**src/rtl/pulse_rec_pkg.sv**
```systemverilog
`timescale 1ns/1ps
package pulse_rec_pkg;
  typedef enum logic [1:0] {
    ST_IDLE    = 2'd0,
    ST_WAIT_HI = 2'd1,
    ST_WAIT_LO = 2'd2
  } seq_state_e;
endpackage

```
**src/rtl/pulse_rec_pump_edge.sv**
```systemverilog
`timescale 1ns/1ps
module pulse_rec_pump_edge (
  input  logic clk_i,
  input  logic rst_ni,
  input  logic pump_i,
  output logic rise_o,
  output logic high_o
);
  logic pump_q;

  always_ff @(posedge clk_i or negedge rst_ni) begin
    if (!rst_ni) pump_q <= 1'b0;
    else         pump_q <= pump_i;
  end

  // previous level tracked even while paused, so edges seen in a pause are lost
  assign rise_o = pump_i & ~pump_q;
  assign high_o = pump_i;
endmodule

```
**src/rtl/pulse_rec_word_mux.sv**
```systemverilog
`timescale 1ns/1ps
module pulse_rec_word_mux #(
  parameter  int NUM_THR   = 6,
  parameter  int TIME_W    = 64,
  parameter  int WORD_W    = 32,
  localparam int CNT_W     = $clog2(NUM_THR + 1),
  localparam int HALVES    = TIME_W / WORD_W,
  localparam int WPT       = 2 * HALVES,
  localparam int NUM_WORDS = 1 + NUM_THR * WPT,
  localparam int IDX_W     = $clog2(NUM_WORDS),
  localparam int REC_W     = CNT_W + 2 * NUM_THR * TIME_W
) (
  input  logic [REC_W-1:0]  rec_i,
  input  logic [IDX_W-1:0]  idx_i,
  output logic [WORD_W-1:0] word_o
);
  logic [CNT_W-1:0]  cnt_raw;
  logic [CNT_W-1:0]  cnt_eff;
  logic [WORD_W-1:0] words [NUM_WORDS];

  assign cnt_raw  = rec_i[CNT_W-1:0];
  assign cnt_eff  = (cnt_raw > CNT_W'(NUM_THR)) ? CNT_W'(NUM_THR) : cnt_raw;
  assign words[0] = WORD_W'(cnt_eff);

  // word w>0: threshold-major, rise before fall, low half first
  for (genvar w = 1; w < NUM_WORDS; w++) begin : g_word
    localparam int J    = w - 1;
    localparam int THR  = J / WPT;
    localparam int SUB  = J % WPT;
    localparam int EDGE = SUB / HALVES;
    localparam int HALF = SUB % HALVES;
    localparam int BASE = CNT_W + (EDGE * NUM_THR + THR) * TIME_W + HALF * WORD_W;
    assign words[w] = rec_i[BASE +: WORD_W];
  end

  always_comb begin
    word_o = '0;
    for (int i = 0; i < NUM_WORDS; i++) begin
      if (idx_i == IDX_W'(i)) word_o = words[i];
    end
  end
endmodule

```
**src/rtl/pulse_rec_seq.sv**
```systemverilog
`timescale 1ns/1ps
module pulse_rec_seq
  import pulse_rec_pkg::*;
#(
  parameter  int NUM_THR   = 6,
  parameter  int WPT       = 4,
  localparam int CNT_W     = $clog2(NUM_THR + 1),
  localparam int NUM_WORDS = 1 + NUM_THR * WPT,
  localparam int IDX_W     = $clog2(NUM_WORDS)
) (
  input  logic             clk_i,
  input  logic             rst_ni,
  input  logic             run_i,
  input  logic             fifo_empty_i,
  input  logic [CNT_W-1:0] cnt_i,
  input  logic             rise_i,
  input  logic             high_i,
  output logic             pop_o,
  output logic             load_o,
  output logic             busy_o,
  output logic [IDX_W-1:0] idx_o
);
  seq_state_e       state_q;
  logic [IDX_W-1:0] idx_q;
  logic [IDX_W-1:0] last_q;
  logic [CNT_W-1:0] cnt_eff;
  logic [IDX_W-1:0] last_d;

  assign cnt_eff = (cnt_i > CNT_W'(NUM_THR)) ? CNT_W'(NUM_THR) : cnt_i;
  assign last_d  = IDX_W'(cnt_eff) * IDX_W'(WPT);

  assign pop_o  = run_i && (state_q == ST_IDLE) && !fifo_empty_i;
  assign load_o = run_i && (state_q == ST_WAIT_HI) && rise_i;
  assign busy_o = (state_q != ST_IDLE);
  assign idx_o  = idx_q;

  always_ff @(posedge clk_i or negedge rst_ni) begin
    if (!rst_ni) begin
      state_q <= ST_IDLE;
      idx_q   <= '0;
      last_q  <= '0;
    end else if (run_i) begin
      unique case (state_q)
        ST_IDLE: begin
          if (!fifo_empty_i) begin
            idx_q   <= '0;
            last_q  <= last_d;
            state_q <= ST_WAIT_HI;
          end
        end
        ST_WAIT_HI: begin
          if (rise_i) state_q <= ST_WAIT_LO;
        end
        ST_WAIT_LO: begin
          // index moves only once pump has really returned low
          if (!high_i) begin
            if (idx_q == last_q) begin
              state_q <= ST_IDLE;
            end else begin
              idx_q   <= idx_q + 1'b1;
              state_q <= ST_WAIT_HI;
            end
          end
        end
        default: state_q <= ST_IDLE;
      endcase
    end
  end
endmodule

```
**src/rtl/pulse_rec_streamer.sv**
```systemverilog
`timescale 1ns/1ps
module pulse_rec_streamer #(
  parameter  int NUM_THR = 6,
  parameter  int TIME_W  = 64,
  parameter  int WORD_W  = 32,
  localparam int CNT_W   = $clog2(NUM_THR + 1),
  localparam int REC_W   = CNT_W + 2 * NUM_THR * TIME_W
) (
  input  logic              clk_i,
  input  logic              rst_ni,
  input  logic              run_i,
  input  logic              pump_i,
  input  logic              fifo_empty_i,
  input  logic              fifo_full_i,
  input  logic [REC_W-1:0]  fifo_rdata_i,
  output logic              fifo_rd_o,
  output logic [WORD_W-1:0] data_o,
  output logic              have_data_o,
  output logic              buf_full_o
);
  localparam int HALVES    = TIME_W / WORD_W;
  localparam int WPT       = 2 * HALVES;
  localparam int NUM_WORDS = 1 + NUM_THR * WPT;
  localparam int IDX_W     = $clog2(NUM_WORDS);

  logic              rise, high, pop, load, busy;
  logic [IDX_W-1:0]  idx;
  logic [REC_W-1:0]  rec_q;
  logic [WORD_W-1:0] word;
  logic [WORD_W-1:0] data_q;
  logic              full_q;

  pulse_rec_pump_edge i_pump_edge (
    .clk_i  (clk_i),
    .rst_ni (rst_ni),
    .pump_i (pump_i),
    .rise_o (rise),
    .high_o (high)
  );

  pulse_rec_seq #(
    .NUM_THR (NUM_THR),
    .WPT     (WPT)
  ) i_seq (
    .clk_i        (clk_i),
    .rst_ni       (rst_ni),
    .run_i        (run_i),
    .fifo_empty_i (fifo_empty_i),
    .cnt_i        (fifo_rdata_i[CNT_W-1:0]),
    .rise_i       (rise),
    .high_i       (high),
    .pop_o        (pop),
    .load_o       (load),
    .busy_o       (busy),
    .idx_o        (idx)
  );

  pulse_rec_word_mux #(
    .NUM_THR (NUM_THR),
    .TIME_W  (TIME_W),
    .WORD_W  (WORD_W)
  ) i_word_mux (
    .rec_i  (rec_q),
    .idx_i  (idx),
    .word_o (word)
  );

  always_ff @(posedge clk_i or negedge rst_ni) begin
    if (!rst_ni) begin
      rec_q  <= '0;
      data_q <= '0;
      full_q <= 1'b0;
    end else begin
      full_q <= fifo_full_i;
      if (pop)  rec_q  <= fifo_rdata_i;
      if (load) data_q <= word;
    end
  end

  assign fifo_rd_o   = pop;
  assign data_o      = data_q;
  assign have_data_o = busy;
  assign buf_full_o  = full_q;
endmodule

```
**config.mk**
```make
export PLATFORM = sky130hd
export DESIGN_NAME = pulse_rec_streamer
export DESIGN_NICKNAME = d
export VERILOG_FILES = /design/src/rtl/pulse_rec_pkg.sv /design/src/rtl/pulse_rec_pump_edge.sv /design/src/rtl/pulse_rec_word_mux.sv /design/src/rtl/pulse_rec_seq.sv /design/src/rtl/pulse_rec_streamer.sv
export SDC_FILE = /design/constraint.sdc
export NUM_CORES = 2
export LEC_CHECK = 0
export BUFFER_PORTS_ARGS = -buffer_cell sky130_fd_sc_hd__buf_2
export CORE_ASPECT_RATIO = 1.5
export CORE_MARGIN = 2
export CORE_UTILIZATION = 39
export DETAILED_ROUTE_END_ITERATION = 16
export GPL_ROUTABILITY_DRIVEN = 0
export GPL_TIMING_DRIVEN = 0
export PLACE_DENSITY = 0.69
export SLEW_MARGIN = 25
export SYNTH_ARGS = -nofsm -noshare
export SYNTH_HDL_FRONTEND = slang
export SYNTH_HIERARCHICAL = 1
export SYNTH_SLANG_ARGS = --single-unit
export TNS_END_PERCENT = 5
```
**constraint.sdc**
```tcl
create_clock -name clk_i -period 2.4 [get_ports clk_i]
set_input_delay 0 -clock clk_i [delete_from_list [all_inputs] [get_ports clk_i]]
set_output_delay 0 -clock clk_i [all_outputs]
set_load 0.02 [all_outputs]
```
==> run metrics <==
DR vias 40710; Slew @ Worst Pin 1230 ps; Inst Count DP 5163; Crit-path slowest cell o211ai_1; Antenna Nets Post-Route 0; commonest non-fill, non-tap cell in the layout buf_2; combinational power share 39.0%; outcome finished with violations; CP required 3010 ps; Clock Skew 26.96 ps; htree depth 3; DPL Wire Length 169400 microns; total CTS buffers 85; synthesized area 0.03903 sq mm; commonest cells after routing, fill and taps aside buf_2 (826), dfrtp_1 (809), dlygate4sd3_1 (779); GRT overflow 0; endpoints failing hold 113; WL final 252400 microns; Async SR Flop Fraction 100.0%; Sw Share 37.08%; Worst-path clk slew 70 ps; Leakage Power 27.78 nW; vias in the first global route 41010; Post-Place Cell Area 0.04509 sq mm; Max Cap Viol 0; Clk pwr share 21.2%; Final nets 5807; Setup Total Neg Slack -18490 ps; Buffers & Inverters on Critical Path 3; CP peak stage delay 650 ps; pin count of the biggest net entering global routing 134; crit end category flop; net switching power 0.02498 W; number of core rows 142; internal power 0.04240 W; layout cells sized above 1 53.51%; worst path cell trace buf_8 > or3b_4 > buf_8 > clkbuf_16 > o21ai_2 > a22oi_2 > o211ai_1 > o311a_1 > o32ai_2 > mux2_4; PD cells 1061 mW/mm^2; antenna violations before repair 36; io pins 812; worst hold path type primary input to asynchronous set/reset pin; all-layer global routing usage 46.76%; most used flip-flop cell after synthesis dfrtp_1; hold buffer count at CTS 781; final instance area 0.06350 sq mm; Root Buffer clkbuf_16; vias per cell 6.351; Syn-to-layout area delta 62.69%; Core ar. 0.09950 sq mm; RSZ-0062 raised after global routing yes; Tmin final 3273 ps; DR pass1 iterations 10; Port Buffers 811; maximum operating frequency 305.5 MHz; period utilization 136.4%; violated checks negative hold slack, negative setup slack; final hold slack -482.1 ps; Slew HR 18.03%; drt initial violations 6463; Seq/Total Area, Yosys 52.25%; YS warnings 6; number of synthesized flops with an enable pin 0; Critical Path Source Type flop; Avg WL per Cell 39.38 microns; DRC viols 0; Avg Cell Area, Syn 12.84 sq um; Setup violations, final 32; final setup margin -872.8 ps; CTS max path bufs 3; register bit total from synthesis 815; Crit Path Class flop to flop; Flop pwr share 39.8%; Synth Instances 3039; first-pass GRT wire length 330300 microns; most used cell, CP buf_8; Die H 391.5 microns; Skew-Pair Late Insertion Delay 730 ps; Crit path max-delay family compound AO/OA/AOI/OAI gates; crit-path max FO 7; initial core utilization 39.23%; syn nets 3818; worst path arrival time 3880 ps; Cell Count, Final, Fillers Out 6410; Die W 262.3 microns; Pins Over Slew Limit 0; total power 0.06739 W; clock tree from TritonCTS yes; fin util 63.82%; Peak VDD IR 712.7 uV; synth unique cells 92; clock net sink count 815; Die ar. 0.1027 sq mm
kinds of logic (layout without fill, tap and decap cells):
family	count (synthesis)	in the layout	synth area share [%]
adders and majority gates	2	2	0.06410
buffers and inverters	243	2298	3.645
and+or+nand+nor	431	431	5.767
xor gates and xnor gates	4	4	0.08977
AOI/OAI and AO/OA	681	681	11.59
DFF	815	815	52.25
other	0	20	0
muxes	863	863	26.59
power groups by stage:
stage | Combinational (W) | Clock, W | Sequential (W)
6_report | 0.0263 | 0.0143 | 0.0268
5_1_grt | 0.0266 | 0.0148 | 0.0270
4_1_cts | 0.0226 | 0.0142 | 0.0258
3_5_place_dp | 0.0186 | 0 | 0.0257
3_3_place_gp | 0.0181 | 0 | 0.0255
2_1_floorplan | 0.0118 | 0 | 0.0238
path summary, 6_finish.rpt:
| path | from | endpoint | slack, ps | depth (start not counted) |
|---|---|---|---|---|
| hold reg to reg | rec_q[570] | rec_q[570] | 500 | 1 |
| min in group clk_i | fifo_rdata_i[265] | rec_q[265] | 40 | 3 |
| max in group asynchronous | rst_ni | rec_q[132] | 610 | 5 |
| hold / removal | rst_ni | rec_q[90] | -480 | 2 |
| setup / recovery | i_seq/idx_o[1] | data_o[30] | -870 | 10 |
| setup reg to reg | i_seq/idx_o[1] | data_o[30] | -870 | 10 |
cells in the mapped netlist, drive strengths merged (10+ instances only):
library cell  number  area share [%]
nand2b            18            0.29
a211oi            19            0.37
nor2b             23            0.41
mux2i             41             1.1
a22oi             54             1.0
a31oi             15            0.24
nor3              37            0.49
a221oi            20            0.45
a21o              11            0.21
mux2             822              26
o22ai             66             1.1
nand2            113             1.1
nor2             106             1.0
a221o             10            0.26
dfrtp            815              52
inv               17            0.16
o31ai             11            0.21
clkbuf            54            0.52
o21ai            168             2.2
or3               13            0.21
a21oi            138             1.8
o22a              12            0.28
o221ai            27            0.61
nand3             45            0.58
o211ai            16            0.31
a22o              17            0.38
buf              172             3.0
registers in the layout, summed over array words and instances (netlist names):
name / cells
buf_full_o: 1
data_o: 32
i_pump_edge/pump_q: 1
i_seq/idx_o: 5
i_seq/last_q: 3
i_seq/state_q: 2
rec_q: 771
what timing repair did:
action                      CTS  global route
setup endpoints to repair   802           629
hold endpoints to repair   1328           113
gates cloned                  3             5
buffers inserted            162           140
gates resized for setup     828           278
pin swaps                   126           118
final cells by class:
cell class	instances	area (sq um)
buffer	212	2768
timing repair buffer	1916	15360
tap	1296	1622
multi-input combinational	1981	20330
antenna	20	50.05
fill	7147	35990
clock buffer	109	2307
inverter	17	87.58
sequential	815	20400
clock inverter	44	574.3
per-stage QoR:
| stage | setup slack (ps) | hold slack, ps |
|---|---|---|
| after floorplan | 1.409 | -295.6 |
| after detailed placement | -2496 | 56.37 |
| after global placement | -17850 | 112.0 |
| after global routing | -726.6 | -426.5 |
| after CTS | -530.3 | -80.28 |
| final | -872.8 | -482.1 |
routing by layer:
metal  vias up  routed length [microns]  track usage, %
met2      4125                   109700           71.59
li1      15330                        -               -
met4        20                    30030           43.68
met3      1421                    32200           16.01
met1     19820                    80320           50.80
met5         -                      146               0
Power figures use the tool's default switching activity.
